### config.mk
export PLATFORM = sky130hd
export DESIGN_NAME = opnd_regfile
export DESIGN_NICKNAME = d
export VERILOG_FILES = /design/src/rtl/opnd_regfile_pkg.sv /design/src/rtl/opnd_gpr_bank.sv /design/src/rtl/opnd_const_bank.sv /design/src/rtl/opnd_rd_mux.sv /design/src/rtl/opnd_flag_unit.sv /design/src/rtl/opnd_regfile.sv
export SDC_FILE = /design/constraint.sdc
export NUM_CORES = 1
export LEC_CHECK = 0
export BUFFER_PORTS_ARGS = -buffer_cell sky130_fd_sc_hd__clkbuf_2
export CELL_PAD_IN_SITES_DETAIL_PLACEMENT = 0
export CELL_PAD_IN_SITES_GLOBAL_PLACEMENT = 2
export CORE_MARGIN = 10
export CORE_UTILIZATION = 43
export DETAILED_ROUTE_END_ITERATION = 16
export MAX_ROUTING_LAYER = met4
export PLACE_DENSITY = 0.85
export SYNTH_ARGS = -nofsm -noshare
export SYNTH_HDL_FRONTEND = slang
export SYNTH_SLANG_ARGS = --single-unit
### constraint.sdc
create_clock -name clk -period 1.7 [get_ports clk]
set_clock_uncertainty 0.15 [all_clocks]
set_input_delay 0.085 -clock clk [delete_from_list [all_inputs] [get_ports clk]]
set_output_delay 0.085 -clock clk [all_outputs]
set_load 0.03 [all_outputs]
### src/rtl/opnd_regfile_pkg.sv
package opnd_regfile_pkg;
    // Source codes for the flag write port
    typedef enum logic [1:0] {
        FSRC_CMP = 2'b00,
        FSRC_OR  = 2'b01,
        FSRC_AND = 2'b10,
        FSRC_LSB = 2'b11
    } flag_src_e;
endpackage

### src/rtl/opnd_gpr_bank.sv
module opnd_gpr_bank #(
    parameter int DATA_W = 32,
    parameter int NUM_REGS = 8,
    localparam int IDX_W = $clog2(NUM_REGS),
    localparam int SEL_W = IDX_W + 1
) (
    input  logic                             clk,
    input  logic                             rst_n,
    input  logic                             wr_en,
    input  logic [SEL_W-1:0]                 wr_sel,
    input  logic [DATA_W-1:0]                wr_data,
    output logic [NUM_REGS-1:0][DATA_W-1:0]  regs_q
);
    // The top selector bit picks the constant bank, which this bank never takes
    logic gpr_hit;
    assign gpr_hit = wr_en && !wr_sel[SEL_W-1];

    always_ff @(posedge clk or negedge rst_n) begin
        if (!rst_n) begin
            regs_q <= '0;
        end else if (gpr_hit) begin
            regs_q[wr_sel[IDX_W-1:0]] <= wr_data;
        end
    end

    // a write to a general register lands at the next edge
    a_r2_gpr_write: assert property (@(posedge clk) disable iff (!rst_n)
        (wr_en && !wr_sel[SEL_W-1]) |=> regs_q[$past(wr_sel[IDX_W-1:0])] == $past(wr_data));

    // a write aimed at a constant selector leaves the bank untouched
    a_r4_const_sel_ignored: assert property (@(posedge clk) disable iff (!rst_n)
        (wr_en && wr_sel[SEL_W-1]) |=> $stable(regs_q));
endmodule

### src/rtl/opnd_const_bank.sv
module opnd_const_bank #(
    parameter int DATA_W = 32,
    parameter int NUM_REGS = 8,
    localparam int IDX_W = $clog2(NUM_REGS)
) (
    input  logic                             clk,
    input  logic                             rst_n,
    input  logic                             host_we,
    input  logic [IDX_W-1:0]                 host_idx,
    input  logic [DATA_W-1:0]                host_data,
    output logic [NUM_REGS-1:0][DATA_W-1:0]  consts_q
);
    always_ff @(posedge clk or negedge rst_n) begin
        if (!rst_n) begin
            consts_q <= '0;
        end else if (host_we) begin
            consts_q[host_idx] <= host_data;
        end
    end

    // a host write lands at the next edge
    a_r5_host_write: assert property (@(posedge clk) disable iff (!rst_n)
        host_we |=> consts_q[$past(host_idx)] == $past(host_data));

    // without a host write the constants hold
    a_r5_const_hold: assert property (@(posedge clk) disable iff (!rst_n)
        !host_we |=> $stable(consts_q));
endmodule

### src/rtl/opnd_rd_mux.sv
module opnd_rd_mux #(
    parameter int DATA_W = 32,
    parameter int NUM_REGS = 8,
    localparam int IDX_W = $clog2(NUM_REGS),
    localparam int SEL_W = IDX_W + 1
) (
    input  logic [SEL_W-1:0]                 sel,
    input  logic [NUM_REGS-1:0][DATA_W-1:0]  gpr,
    input  logic [NUM_REGS-1:0][DATA_W-1:0]  consts,
    output logic [DATA_W-1:0]                data
);
    logic [IDX_W-1:0] idx;
    assign idx = sel[IDX_W-1:0];

    always_comb begin
        if (sel[SEL_W-1]) data = consts[idx];
        else              data = gpr[idx];
    end
endmodule

### src/rtl/opnd_flag_unit.sv
module opnd_flag_unit
    import opnd_regfile_pkg::*;
#(
    parameter int DATA_W = 32,
    parameter int NUM_FLAGS = 4,
    localparam int FIDX_W = $clog2(NUM_FLAGS)
) (
    input  logic                  clk,
    input  logic                  rst_n,
    input  logic                  we,
    input  logic [FIDX_W-1:0]     idx,
    input  logic [1:0]            src,
    input  logic                  cmp,
    input  logic [DATA_W-1:0]     res,
    output logic [NUM_FLAGS-1:0]  flags_q
);
    flag_src_e src_e;
    logic      src_bit;

    assign src_e = flag_src_e'(src);

    always_comb begin
        unique case (src_e)
            FSRC_CMP: src_bit = cmp;
            FSRC_OR:  src_bit = |flags_q;
            FSRC_AND: src_bit = &flags_q;
            FSRC_LSB: src_bit = res[0];
            default:  src_bit = cmp;
        endcase
    end

    always_ff @(posedge clk or negedge rst_n) begin
        if (!rst_n) begin
            flags_q <= '0;
        end else if (we) begin
            flags_q[idx] <= src_bit;
        end
    end

    // the compare bit is stored
    a_r7_cmp_src: assert property (@(posedge clk) disable iff (!rst_n)
        (we && src == 2'b00) |=> flags_q[$past(idx)] == $past(cmp));

    // the OR of the prior flags is stored
    a_r8_or_src: assert property (@(posedge clk) disable iff (!rst_n)
        (we && src == 2'b01) |=> flags_q[$past(idx)] == (|$past(flags_q)));

    // the AND of the prior flags is stored
    a_r9_and_src: assert property (@(posedge clk) disable iff (!rst_n)
        (we && src == 2'b10) |=> flags_q[$past(idx)] == (&$past(flags_q)));

    // only the low bit of the result is stored
    a_r10_lsb_src: assert property (@(posedge clk) disable iff (!rst_n)
        (we && src == 2'b11) |=> flags_q[$past(idx)] == $past(res[0]));

    // flags other than the target hold
    a_r12_other_flags: assert property (@(posedge clk) disable iff (!rst_n)
        we |=> ((flags_q ^ $past(flags_q)) & ~(NUM_FLAGS'(1) << $past(idx))) == '0);

    a_r12_no_write_hold: assert property (@(posedge clk) disable iff (!rst_n)
        !we |=> $stable(flags_q));
endmodule

### src/rtl/opnd_regfile.sv
module opnd_regfile #(
    parameter int DATA_W = 32,
    parameter int NUM_REGS = 8,
    parameter int NUM_FLAGS = 4,
    parameter int LOG_BASE = 4,
    localparam int IDX_W = $clog2(NUM_REGS),
    localparam int SEL_W = IDX_W + 1,
    localparam int FIDX_W = $clog2(NUM_FLAGS),
    localparam int LOG_N = NUM_REGS - LOG_BASE,
    localparam int LOG_W = LOG_N * DATA_W
) (
    input  logic                 clk,
    input  logic                 rst_n,
    input  logic [SEL_W-1:0]     rd_a_sel,
    output logic [DATA_W-1:0]    rd_a_data,
    input  logic [SEL_W-1:0]     rd_b_sel,
    output logic [DATA_W-1:0]    rd_b_data,
    input  logic                 eng_wr_en,
    input  logic [SEL_W-1:0]     eng_wr_sel,
    input  logic [DATA_W-1:0]    eng_wr_data,
    input  logic                 flg_we,
    input  logic [FIDX_W-1:0]    flg_idx,
    input  logic [1:0]           flg_src,
    input  logic                 flg_cmp,
    input  logic [DATA_W-1:0]    flg_res,
    output logic [NUM_FLAGS-1:0] flags,
    input  logic                 host_wr_en,
    input  logic [IDX_W-1:0]     host_wr_idx,
    input  logic [DATA_W-1:0]    host_wr_data,
    output logic [LOG_W-1:0]     log_rec
);
    logic [NUM_REGS-1:0][DATA_W-1:0] gpr_q;
    logic [NUM_REGS-1:0][DATA_W-1:0] const_q;

    opnd_gpr_bank #(.DATA_W(DATA_W), .NUM_REGS(NUM_REGS)) u_gpr (
        .clk     (clk),
        .rst_n   (rst_n),
        .wr_en   (eng_wr_en),
        .wr_sel  (eng_wr_sel),
        .wr_data (eng_wr_data),
        .regs_q  (gpr_q)
    );

    opnd_const_bank #(.DATA_W(DATA_W), .NUM_REGS(NUM_REGS)) u_const (
        .clk       (clk),
        .rst_n     (rst_n),
        .host_we   (host_wr_en),
        .host_idx  (host_wr_idx),
        .host_data (host_wr_data),
        .consts_q  (const_q)
    );

    opnd_rd_mux #(.DATA_W(DATA_W), .NUM_REGS(NUM_REGS)) u_rd_a (
        .sel    (rd_a_sel),
        .gpr    (gpr_q),
        .consts (const_q),
        .data   (rd_a_data)
    );

    opnd_rd_mux #(.DATA_W(DATA_W), .NUM_REGS(NUM_REGS)) u_rd_b (
        .sel    (rd_b_sel),
        .gpr    (gpr_q),
        .consts (const_q),
        .data   (rd_b_data)
    );

    opnd_flag_unit #(.DATA_W(DATA_W), .NUM_FLAGS(NUM_FLAGS)) u_flags (
        .clk     (clk),
        .rst_n   (rst_n),
        .we      (flg_we),
        .idx     (flg_idx),
        .src     (flg_src),
        .cmp     (flg_cmp),
        .res     (flg_res),
        .flags_q (flags)
    );

    // Log record: lowest logged register in the lowest slice
    for (genvar g = 0; g < LOG_N; g++) begin : g_log
        assign log_rec[g*DATA_W +: DATA_W] = gpr_q[LOG_BASE + g];
    end

    // a read during a write to the same register shows the stored value
    a_r6_read_old: assert property (@(posedge clk) disable iff (!rst_n)
        (eng_wr_en && rd_a_sel == eng_wr_sel && !eng_wr_sel[SEL_W-1] && eng_wr_data != rd_a_data)
        |=> rd_a_sel != $past(rd_a_sel) || rd_a_data != $past(rd_a_data));
endmodule

==> results.json <==
{
  "run_status": "complete, but fails checks",
  "violations": "negative setup slack",
  "synthXorXnorAreaFrac_pct": 0,
  "synth-async-reset-ratio_pct": 100,
  "yosysWarnings": 0,
  "grt_pass1_vias": 20180,
  "die_area_um2": 74800,
  "setup_violations": 64,
  "synth-edff-count": 0,
  "cp_data_arrival_time_ps": 2070,
  "grt-ovfl-total": 0,
  "relSlewSlack_pct": 64.8,
  "seq_area_frac_synth_pct": 46.7,
  "initial_core_util_pct": 43.6,
  "irDropWorstVdd_mv": 0.962,
  "power_leakage_nw": 14.8,
  "period_share_pct": 136,
  "antenna_found_initial": 7,
  "core_area_um2": 63400,
  "vias": 18237,
  "synth_top_area_cell": "dfrtp_1",
  "cts_made_buffers": 56,
  "dp_cells": 2828,
  "crit_type": "flop to output port",
  "synth_mux_area_share_pct": 41.7,
  "timing.final.ws_setup_ps": -608,
  "hold_class": "primary input to async pin",
  "cap_violations": 0,
  "h-tree-depth": 2,
  "synth_fa_ha_area_share_pct": 0,
  "port-buffer-count": 285,
  "numClockSinks": 516,
  "rsz0062_at_grt": "true",
  "worst-path-max-fanout": 3,
  "final.min_clock_period_ps": 2310,
  "io_pins": 317,
  "drt-total-wl_um": 85000,
  "place.gp.congestion": 0.821,
  "worst_pin_slew_ps": 528,
  "drc": 0,
  "start_kind": "flop",
  "netlist_instances": 1795,
  "avgSynthCellArea_um2": 15.4,
  "fp.dieW_um": 274,
  "tritoncts": "built",
  "synth_top_family_by_area": "multiplexers",
  "cp.required_ps": 1460,
  "drive_gt1_share_pct": 67.8,
  "clockBufferDepth": 3,
  "drt_pass1_iterations": 6,
  "die_height_um": 274,
  "synth_top_area_share_pct": 46.7,
  "synth_nets": 1916,
  "grt.total_usage_pct": 23.3,
  "finalNonFillerCells": 3037,
  "synthFlopType": "dfrtp_1",
  "synth_cell_types": 28,
  "routed_via_density": 6.00,
  "syn_area_um2": 27700,
  "cpMaxStageDelayCell": "mux4_2",
  "yosysMostFrequentCell": "dfrtp_1",
  "drv_slew": 0,
  "cts_root_buf": "clkbuf_16",
  "synth_simple_gate_area_share_pct": 1.88,
  "grt_max_degree": 81,
  "drt_iter0_drc": 1572,
  "synthToLayoutAreaGrowth_pct": 26.5,
  "max_stage_delay_ps": 490,
  "fp-row-count": 92,
  "nFillCells": 5039,
  "clock_latency_ps": 610,
  "finish.net_count": 2260,
  "end_kind": "output port",
  "synthTopCellsByCount": "dfrtp_1, mux2_2, mux4_2, buf_4, a22oi_1",
  "clk_pin_slew_worst_paths_ps": 60,
  "hold_violations": 0,
  "max_freq_mhz": 433,
  "wire_per_inst_um": 28.0,
  "grt_pass1_wl_um": 130000,
  "synth_area_leaders": "dfrtp_1, mux4_2, mux2_2",
  "dp_hpwl_um": 56100,
  "cellPowerDensity_nw_per_um2": 1270,
  "synth_compound_area_share_pct": 3.68,
  "path_cells": "mux4_2 -> a22oi_2 -> nand2_2 -> buf_8",
  "ys_ff_latch": 516,
  "holdWs_ps": 37.3,
  "postRouteAntennaNets": 0
}
==> what timing repair did <==
item | in CTS | in global routing
endpoints found under the hold margin | 1032 | 0
endpoints found under the setup margin | 64 | 68
hold buffers | 79 | 0
resized for setup | 244 | 95
pin swaps | 105 | 28
buffers inserted | 12 | 9
==> sequential cells by signal, summed over array words and instances (netlist names) <==
register          count
u_gpr.regs_q        256
u_flags.flags_q       4
u_const.consts_q    256
==> stage by stage <==
step	setup TNS [ps]	worst slack (ps)	util [%]	cell area [µm²]	total power, mW
6_report	-33060	-608	55.1	35000	44.2
5_1_grt	-36910	-653	55.1	35000	46.2
4_1_cts	-35410	-626	54.6	34700	44.2
3_5_place_dp	-14770	-320	48.4	30700	29.7
3_3_place_gp	-13720	-323	48.4	30700	29.1
2_1_floorplan	0	50.7	-	27700	26.3
==> cell type report <==
class	count	area (µm²)	share of cell area, %
clock inverters	21	312	0.891
clock buffers	82	1670	4.77
well taps	846	1060	3.03
flip-flops and latches	516	12900	36.9
repair buffers	555	5170	14.8
diodes	7	17.5	0.0501
inverters	1	3.75	0.0107
multi-input cells	1009	13800	39.5
==> where the power goes <==
| group | switching, mW | total, mW | internal (mW) |
|---|---|---|---|
| Combinational | 6.53 | 13.8 | 7.30 |
| Sequential | 2.25 | 17.3 | 15.1 |
| Clock | 5.22 | 13.1 | 7.85 |
| Total | 14.0 | 44.2 | 30.2 |
==> layout by cell type (no fill, tap or decap), types with 3 or more instances in the layout <==
cell type      instances
nand2_1               27
clkbuf_8              37
dlygate4sd3_1         78
clkinv_2               7
mux2_2               485
nor2b_4                4
clkbuf_16             56
nand2_2               40
nor2_4                 3
nand2_4                4
buf_12                67
dfrtp_1              516
bufinv_16              7
buf_4                124
a22oi_1               21
nand3b_1               4
a22oi_2              107
diode_2                7
clkbuf_1               9
buf_8                 47
nor3b_4                4
nand4b_1               3
clkbuf_2             213
mux2_1                27
buf_6                  6
mux4_2               256
==> worst paths after layout <==
check	cells past startpoint	end	start	slack, ps
max in group asynchronous	3	u_const.consts_q[12]	rst_n	780
worst max-delay path	4	rd_a_data[6]	u_const.consts_q[102]	-610
worst min register to register	1	u_gpr.regs_q[102]	u_gpr.regs_q[102]	360
min in group clk	4	u_const.consts_q[20]	host_wr_idx[1]	40
worst min-delay path	3	u_flags.flags_q[1]	rst_n	40
worst max register to register	3	u_flags.flags_q[1]	u_flags.flags_q[2]	320
==> per-layer routing <==
metal  GRT usage, %  up-vias  routed length (µm)
met4           5.99        0                2210
li1               -     7576                   -
met1           29.7     9940               35700
met5              -        -                   0
met2           38.2      582               42600
met3           4.24      139                4430
==> logic make-up after synthesis <==
family                 count (synthesis)
muxes                                768
and+or+nand+nor                      105
AOI/OAI and AO/OA                    136
DFF                                  516
buffers and inverters                270
==> worst max-delay path, delay by kind of cell (launching register included) <==
kind	cells	cell delay, ps
flip-flops	1	380
AND/OR/NAND/NOR	1	130
AO/OA/AOI/OAI	1	300
buffers and inverters	1	150
multiplexers	1	490
(Power assumes the default switching activity.)
